$ cat config.mk
export PLATFORM = sky130hd
export DESIGN_NAME = boot_sequencer
export DESIGN_NICKNAME = d
export VERILOG_FILES = /design/src/rtl/boot_pkg.sv /design/src/rtl/boot_delay_timer.sv /design/src/rtl/boot_reset_stager.sv /design/src/rtl/boot_edge_monitor.sv /design/src/rtl/boot_sequencer.sv
export SDC_FILE = /design/constraint.sdc
export NUM_CORES = 1
export LEC_CHECK = 0
export CAP_MARGIN = 20
export CORE_ASPECT_RATIO = 1.5
export CORE_UTILIZATION = 48
export DETAILED_ROUTE_END_ITERATION = 8
export GPL_TIMING_DRIVEN = 0
export PLACE_DENSITY = 0.68
export SYNTH_ARGS = -nofsm -noshare
export SYNTH_HDL_FRONTEND = slang
export SYNTH_SLANG_ARGS = --single-unit
$ cat constraint.sdc
create_clock -name clk -period 1.86 [get_ports clk]
set_clock_uncertainty 0.1 [all_clocks]
set_input_delay 0.372 -clock clk [delete_from_list [all_inputs] [get_ports clk]]
set_output_delay 0.372 -clock clk [all_outputs]
set_load 0.02 [all_outputs]
$ cat src/rtl/boot_pkg.sv
// Package: shared types for the reset and clock-release sequencer.
// Assumes: 3-bit source codes and 8 reset-cause bits, fixed by the requirements.
package boot_pkg;

    localparam int CAUSE_W = 8;

    typedef enum logic [2:0] {
        SRC_EXT       = 3'd0,
        SRC_EXT_PLL   = 3'd1,
        SRC_XTAL      = 3'd2,
        SRC_XTAL_PLL  = 3'd3,
        SRC_FAST_RC   = 3'd4,
        SRC_FAST_PLL  = 3'd5,
        SRC_SLOW_RC   = 3'd6,
        SRC_FAST_DIV  = 3'd7
    } clk_src_e;

    typedef enum logic [1:0] {
        ST_PWR   = 2'd0,
        ST_REG   = 2'd1,
        ST_STATE = 2'd2,
        ST_RUN   = 2'd3
    } rst_stage_e;

    // True for sources fed by the external oscillator pin (codes 0..3).
    function automatic logic src_uses_osc(input logic [2:0] s);
        return (s[2] == 1'b0);
    endfunction

endpackage

$ cat src/rtl/boot_delay_timer.sv
// Module: saturating event counter used as a start-up timer.
// What: counts tick pulses from zero after clr drops, then holds at LIMIT and flags done.
// Assumes: LIMIT >= 1; clr has priority over tick.
module boot_delay_timer #(
    parameter int LIMIT = 1024
) (
    input  logic clk,
    input  logic rst_n,
    input  logic clr,
    input  logic tick,
    output logic done
);
    localparam int CW = $clog2(LIMIT + 1);
    localparam logic [CW-1:0] LIM = CW'(LIMIT);

    logic [CW-1:0] cnt;

    // Count tick events up to LIMIT, restart on clear.
    always_ff @(posedge clk) begin
        if (!rst_n || clr) begin
            cnt <= '0;
        end else if (tick && cnt != LIM) begin
            cnt <= cnt + 1'b1;
        end
    end

    assign done = (cnt == LIM);

    AST_DONE_HOLDS: assert property (@(posedge clk) disable iff (!rst_n)
        (done && !clr) |=> done);

endmodule

$ cat src/rtl/boot_reset_stager.sv
// Module: reset-cause driven stage sequencer.
// What: steps power-on, regulator and state-clear stages, each counted in
//       reference cycles, then reports release. Power-on cause beats brown-out,
//       brown-out beats the others; any cause restarts at its own stage.
// Assumes: every stage length >= 1 cycle.
module boot_reset_stager
    import boot_pkg::*;
#(
    parameter int PWR_CYC   = 1250,
    parameter int REG_CYC   = 1250,
    parameter int STATE_CYC = 250
) (
    input  logic               clk,
    input  logic               rst_n,
    input  logic [CAUSE_W-1:0] cause,
    output logic               released
);
    localparam int M1   = (PWR_CYC > REG_CYC) ? PWR_CYC : REG_CYC;
    localparam int MAXC = (M1 > STATE_CYC) ? M1 : STATE_CYC;
    localparam int CW   = $clog2(MAXC + 1);

    rst_stage_e    stage;
    logic [CW-1:0] cnt;
    logic [CW-1:0] last;

    // Last count value of the current stage.
    always_comb begin
        case (stage)
            ST_PWR:   last = CW'(PWR_CYC - 1);
            ST_REG:   last = CW'(REG_CYC - 1);
            ST_STATE: last = CW'(STATE_CYC - 1);
            default:  last = '0;
        endcase
    end

    // Stage and counter update with cause priority and restart.
    always_ff @(posedge clk) begin
        if (!rst_n || cause[0]) begin
            stage <= ST_PWR;
            cnt   <= '0;
        end else if (cause[1]) begin
            stage <= ST_REG;
            cnt   <= '0;
        end else if (|cause[CAUSE_W-1:2]) begin
            stage <= ST_STATE;
            cnt   <= '0;
        end else if (stage != ST_RUN) begin
            if (cnt == last) begin
                cnt <= '0;
                case (stage)
                    ST_PWR:  stage <= ST_REG;
                    ST_REG:  stage <= ST_STATE;
                    default: stage <= ST_RUN;
                endcase
            end else begin
                cnt <= cnt + 1'b1;
            end
        end
    end

    assign released = (stage == ST_RUN);

    AST_CAUSE_HOLDS_RESET: assert property (@(posedge clk) disable iff (!rst_n)
        (|cause) |=> !released);
    AST_RELEASE_FROM_STATE: assert property (@(posedge clk) disable iff (!rst_n)
        $rose(released) |-> ($past(stage) == ST_STATE));
    AST_REG_ENTRY: assert property (@(posedge clk) disable iff (!rst_n)
        (stage == ST_REG && $past(stage) != ST_REG) |->
        ($past(stage) == ST_PWR || $past(cause[1])));

endmodule

$ cat src/rtl/boot_edge_monitor.sv
// Module: missing-edge clock monitor.
// What: counts reference cycles since the last oscillator edge while armed;
//       a full window of MISS_CYC cycles with no edge sets a sticky fail flag.
// Assumes: osc_edge is a synchronized one-cycle pulse; clr restarts the monitor.
module boot_edge_monitor #(
    parameter int MISS_CYC = 64
) (
    input  logic clk,
    input  logic rst_n,
    input  logic clr,
    input  logic arm,
    input  logic osc_edge,
    output logic fail
);
    localparam int GW = $clog2(MISS_CYC + 1);
    localparam logic [GW-1:0] GLIM = GW'(MISS_CYC);

    logic [GW-1:0] gap;

    // Track the gap since the last edge, saturating at the window.
    always_ff @(posedge clk) begin
        if (!rst_n || clr || osc_edge) begin
            gap <= '0;
        end else if (arm && gap != GLIM) begin
            gap <= gap + 1'b1;
        end
    end

    // Latch the failure once the window has run out.
    always_ff @(posedge clk) begin
        if (!rst_n || clr) begin
            fail <= 1'b0;
        end else if (arm && gap == GLIM) begin
            fail <= 1'b1;
        end
    end

    AST_FAIL_STICKY: assert property (@(posedge clk) disable iff (!rst_n)
        (fail && !clr) |=> fail);
    AST_FAIL_NEEDS_ARM: assert property (@(posedge clk) disable iff (!rst_n)
        $rose(fail) |-> $past(arm));

endmodule

$ cat src/rtl/boot_sequencer.sv
// Module: reset and clock-release sequencer (top).
// What: holds the system reset per reset cause, then gates the system clock
//       until the selected source is ready; offers two-speed start from the
//       fast RC source and a fail-safe fallback to it on missing edges.
// Assumes: src_sel, two_speed_en and failsafe_en are stable during a sequence;
//          osc_edge is already synchronized to clk; all lengths >= 1.
module boot_sequencer
    import boot_pkg::*;
#(
    parameter int PWR_CYC   = 1250,
    parameter int REG_CYC   = 1250,
    parameter int STATE_CYC = 250,
    parameter int OSC_CNT   = 1024,
    parameter int FAST_CYC  = 500,
    parameter int SLOW_CYC  = 2000,
    parameter int MISS_CYC  = 64
) (
    input  logic               clk,
    input  logic               rst_n,
    input  logic [CAUSE_W-1:0] cause_req,
    input  logic [2:0]         src_sel,
    input  logic               two_speed_en,
    input  logic               failsafe_en,
    input  logic               osc_edge,
    input  logic               pll_lock,
    output logic               sys_rst_n,
    output logic               clk_en,
    output logic [2:0]         act_src,
    output logic               clk_fail
);
    localparam int NTMR = 3;
    localparam int TM_OSC  = 0;
    localparam int TM_FAST = 1;
    localparam int TM_SLOW = 2;

    logic            rel;
    logic [NTMR-1:0] tmr_tick;
    logic [NTMR-1:0] tmr_done;
    logic            prim_ready;
    logic            prim_done;
    logic            fail;

    boot_reset_stager #(
        .PWR_CYC   (PWR_CYC),
        .REG_CYC   (REG_CYC),
        .STATE_CYC (STATE_CYC)
    ) u_stager (
        .clk      (clk),
        .rst_n    (rst_n),
        .cause    (cause_req),
        .released (rel)
    );

    assign tmr_tick[TM_OSC]  = osc_edge;
    assign tmr_tick[TM_FAST] = 1'b1;
    assign tmr_tick[TM_SLOW] = 1'b1;

    // One start-up timer per wait kind, each restarted while reset is held.
    for (genvar g = 0; g < NTMR; g++) begin : g_tmr
        localparam int LIM = (g == TM_OSC)  ? OSC_CNT :
                             (g == TM_FAST) ? FAST_CYC : SLOW_CYC;
        boot_delay_timer #(.LIMIT(LIM)) u_tmr (
            .clk   (clk),
            .rst_n (rst_n),
            .clr   (!rel),
            .tick  (tmr_tick[g]),
            .done  (tmr_done[g])
        );
    end

    boot_edge_monitor #(.MISS_CYC(MISS_CYC)) u_mon (
        .clk      (clk),
        .rst_n    (rst_n),
        .clr      (!rel),
        .arm      (failsafe_en && src_uses_osc(src_sel)),
        .osc_edge (osc_edge),
        .fail     (fail)
    );

    // Readiness of the selected source from its timers and the PLL.
    always_comb begin
        case (src_sel)
            SRC_EXT:      prim_ready = 1'b1;
            SRC_EXT_PLL:  prim_ready = pll_lock;
            SRC_XTAL:     prim_ready = tmr_done[TM_OSC];
            SRC_XTAL_PLL: prim_ready = tmr_done[TM_OSC] && pll_lock;
            SRC_FAST_PLL: prim_ready = tmr_done[TM_FAST] && pll_lock;
            SRC_SLOW_RC:  prim_ready = tmr_done[TM_SLOW];
            default:      prim_ready = tmr_done[TM_FAST];
        endcase
    end

    // Sticky record that the selected source has been released.
    always_ff @(posedge clk) begin
        if (!rst_n || !rel) begin
            prim_done <= 1'b0;
        end else if (prim_ready) begin
            prim_done <= 1'b1;
        end
    end

    // Output gate and source selection: fallback, primary, then two-speed.
    always_comb begin
        if (fail || (rel && !prim_done && two_speed_en)) begin
            act_src = SRC_FAST_RC;
        end else begin
            act_src = src_sel;
        end
        if (!rel) begin
            clk_en = 1'b0;
        end else if (fail) begin
            clk_en = tmr_done[TM_FAST];
        end else if (prim_done) begin
            clk_en = 1'b1;
        end else begin
            clk_en = two_speed_en && tmr_done[TM_FAST];
        end
    end

    assign sys_rst_n = rel;
    assign clk_fail  = fail;

    AST_GATE_IN_RESET: assert property (@(posedge clk) disable iff (!rst_n)
        !sys_rst_n |-> !clk_en);
    AST_FALLBACK_SRC: assert property (@(posedge clk) disable iff (!rst_n)
        clk_fail |-> (act_src == SRC_FAST_RC));
    AST_PRIMARY_STICKY: assert property (@(posedge clk) disable iff (!rst_n)
        (prim_done && rel && !(|cause_req)) |=> prim_done);
    AST_CLK_AFTER_READY: assert property (@(posedge clk) disable iff (!rst_n)
        $rose(prim_done) |-> $past(rel));

endmodule

==> flow_metrics.tcl, run 1 <==
set metrics [dict create \
    status "finished with violations" \
    violations "negative setup slack" \
    gp_congestion 0.812 \
    synthFlopType "dfxtp_1" \
    seq_area_frac_synth_pct 38.6 \
    drive_above_1_share_pct 16.6 \
    fin_tns_setup_ns -0.179 \
    route.detailed.drc 0 \
    crit_type "reg2out" \
    synth_cell_types 48 \
    max_freq_mhz 502 \
    grt_pass1_wl_microns 9830 \
    min_period_over_period_pct 107 \
    hpwl_microns 3960 \
    boundaryPins 23 \
    yosysTopAreaCell "dfxtp_1" \
    dr.first_iter.drc_count 132 \
    start_util_pct 50.1 \
    grt_pass1_vias 2303 \
    drt_pass1_iterations 4 \
    ant_nets 0 \
    tightest_slew_ns 0.429 \
    min_period_ns 1.99 \
    power.leakage_uw 0.00106 \
    endpoint_kind "output port" \
    cts_tree "done" \
    netlist_area_sq_um 2750 \
    post-route-util_pct 59.7 \
    grt_overflow 0 \
    insertion_delay_ns 0.30 \
    rows 33 \
    p_per_area_nw_per_um2 604 \
    grt_max_degree 16 \
    vias 2316 \
    slew_headroom_pct 71.1 \
    cp_max_fo 2 \
    yosysTopAreaCellShare_pct 38.6 \
    die-area_sq_um 6040 \
    clkSlewWorstSetupHoldPaths_ns 0.09 \
    numCtsBuffers 5 \
    ys.warnings.count 0 \
    synth_fp_nets 339 \
    die_x_microns 63.8 \
    top_layer "met4" \
    fin_ws_ns -0.132 \
    die_height_microns 94.7 \
    nNetsFinal 376 \
    port_buffers 22 \
    track_usage_pct 20.5 \
    finalSetupViolations 3 \
    wl_met2_microns 2860 \
    instances_no_fill 420 \
    area_growth_pct 19.2 \
    clock_path_buffers 2 \
    synth_area_leaders "dfxtp_1 39%, xnor2_1 5.7%, nor2_1 5.1%, xor2_1 4.1%, ha_1 4.1%" \
    hold_path.class "reg2reg" \
    synth-seq-cells 53 \
    cts_sinks 53 \
    cts-root-buf "clkbuf_8" \
    synth_cells 313 \
    n_antenna_cell 0 \
    routed_via_density 5.51 \
    wl_per_cell_microns 13.0 \
    cts_max_level 2 \
    finalWirelength_microns 5470 \
    drv_cap 0 \
    rsz0062_at_grt "yes" \
    drv_slew 0 \
    met3WireLength_microns 149 \
    ir_drop_mv 0.332 \
    final_hold_viol_count 0 \
    synth_area_per_cell_sq_um 8.78 \
    synth-edff-count 0 \
    arrival_ns 1.52 \
    antenna_found_initial 0 \
    dp.cells 405 \
    async_reset_ff_share_pct 0 \
    core_area_sq_um 5490 \
    crit_path_start_kind "register" \
    drt-met1-wl_microns 2370 \
    worstPathRequired_ns 1.39 \
]
final cells by class:
cell class / instances / area (sq um)
Inverter: 16 / 60.1
Timing Repair Buffer: 30 / 278
Clock inverter: 2 / 35.0
Tap cell: 70 / 87.6
Sequential cell: 53 / 1070
Buffer: 6 / 42.5
Fill cell: 512 / 2210
Multi-Input combinational cell: 238 / 1640
Clock buffer: 5 / 68.8
worst paths after layout:
check / from / to / slack (ns) / cells past startpoint
worst max-delay path: g_tmr[1].u_tmr.cnt[0]$_SDFFE_PP0P_ / clk_en / -0.13 / 7
worst min-delay path: g_tmr[1].u_tmr.cnt[8]$_SDFFE_PP0P_ / g_tmr[1].u_tmr.cnt[8]$_SDFFE_PP0P_ / 0.40 / 2
worst max register to register: u_stager.stage[1]$_SDFFE_PP0P_ / u_stager.cnt[1]$_SDFFE_PP0N_ / 0.15 / 7
worst min register to register: g_tmr[1].u_tmr.cnt[8]$_SDFFE_PP0P_ / g_tmr[1].u_tmr.cnt[8]$_SDFFE_PP0P_ / 0.40 / 2
flip-flops by register name (all words and copies together) (netlist names):
register and cells:
u_stager.stage 2, u_mon.gap 7, g_tmr.u_tmr.cnt 31, u_mon.fail 1
u_stager.cnt 11, prim_done 1
where the power goes:
group          total, uW  switching (uW)  internal [uW]
registers           1140            2.18           1130
clock network        754             362            392
logic               90.0            37.5           52.5
total               1980             402           1580
repair_timing:
action | 4_1_cts | 5_1_grt
endpoints found under the setup margin | 5 | 16
pin swaps | 4 | 4
gates resized for setup | 36 | 10
hold buffers | 0 | 0
setup buffers | 7 | 1
layout by cell type, fill, tap and decap left out, types with 8 or more instances in the layout:
cell type        Yosys  layout
or3_1               10      10
nand2_1             19      18
buf_4                1       8
nor3_2              11      11
nand3_1             12      12
o21ai_0             10       9
clkdlybuf4s50_1      0      14
xor2_1              13      13
dfxtp_1             53      49
a21oi_1             14      13
nand4_1             12      12
inv_1               16      14
xnor2_1             18      18
nor2_1              37      36
ha_1                 9       8
critical path, stage by stage (launching register included):
cell and delay (ns):
dfxtp_2 0.33, inv_2 0.07, ha_4 0.13, nand4b_1 0.15, nor2_2 0.16, o21ai_1 0.09, a21oi_2 0.16, buf_6 0.13
synthesized netlist by cell type (2+ instances only):
cell type	instances
dfxtp_1	53
nor2_1	37
nand2_1	19
xnor2_1	18
inv_1	16
a21oi_1	14
xor2_1	13
nand3_1	12
nand4_1	12
nor3_2	11
o21ai_0	10
or3_1	10
ha_1	9
nor3_1	7
and3_1	6
a31oi_1	4
and2_1	4
mux2i_1	4
nand2b_1	4
nor3b_1	4
nor4b_1	4
buf_2	3
nor4_1	3
o31a_1	3
a211oi_1	2
a211oi_2	2
a41oi_1	2
and4_1	2
nand3b_1	2
nand4b_1	2
nor2b_1	2
o21a_1	2
or2_2	2
through the flow:
step	area (sq um)	power [uW]	setup slack [ns]	hold slack (ns)
2_1_floorplan	2750	1200	0.0460	0.358
3_3_place_gp	3060	1250	-0.540	0.371
3_5_place_dp	3060	1250	-0.539	0.381
4_1_cts	3230	2000	-0.168	0.397
5_1_grt	3280	2070	-0.201	0.432
6_report	3280	1980	-0.132	0.396
cells by family (layout without fill, tap and decap cells):
kind of cell | Yosys count | count (layout) | share of synthesized area [%]
simple gates | 149 | 149 | 31.5
flops | 53 | 53 | 38.6
compound gates | 45 | 45 | 11.0
xor+xnor | 31 | 31 | 9.88
buf+inv | 22 | 59 | 3.55
fa+ha+maj | 9 | 9 | 4.10
mux | 4 | 4 | 1.46
per-layer routing:
metal / track usage (%) / up-vias
li1: - / 1175
met1: 22.9 / 1099
met2: 37.3 / 35
met3: 3.62 / 7
met4: 8.90 / 0
met5: 0 / -
(Power assumes the default switching activity.)
==> run 2: changes to the inputs <==
ABC_AREA = 0   (was default)
==> results of run 2 <==
No change in the layout: final DEF, timing and power equal those of run 1.
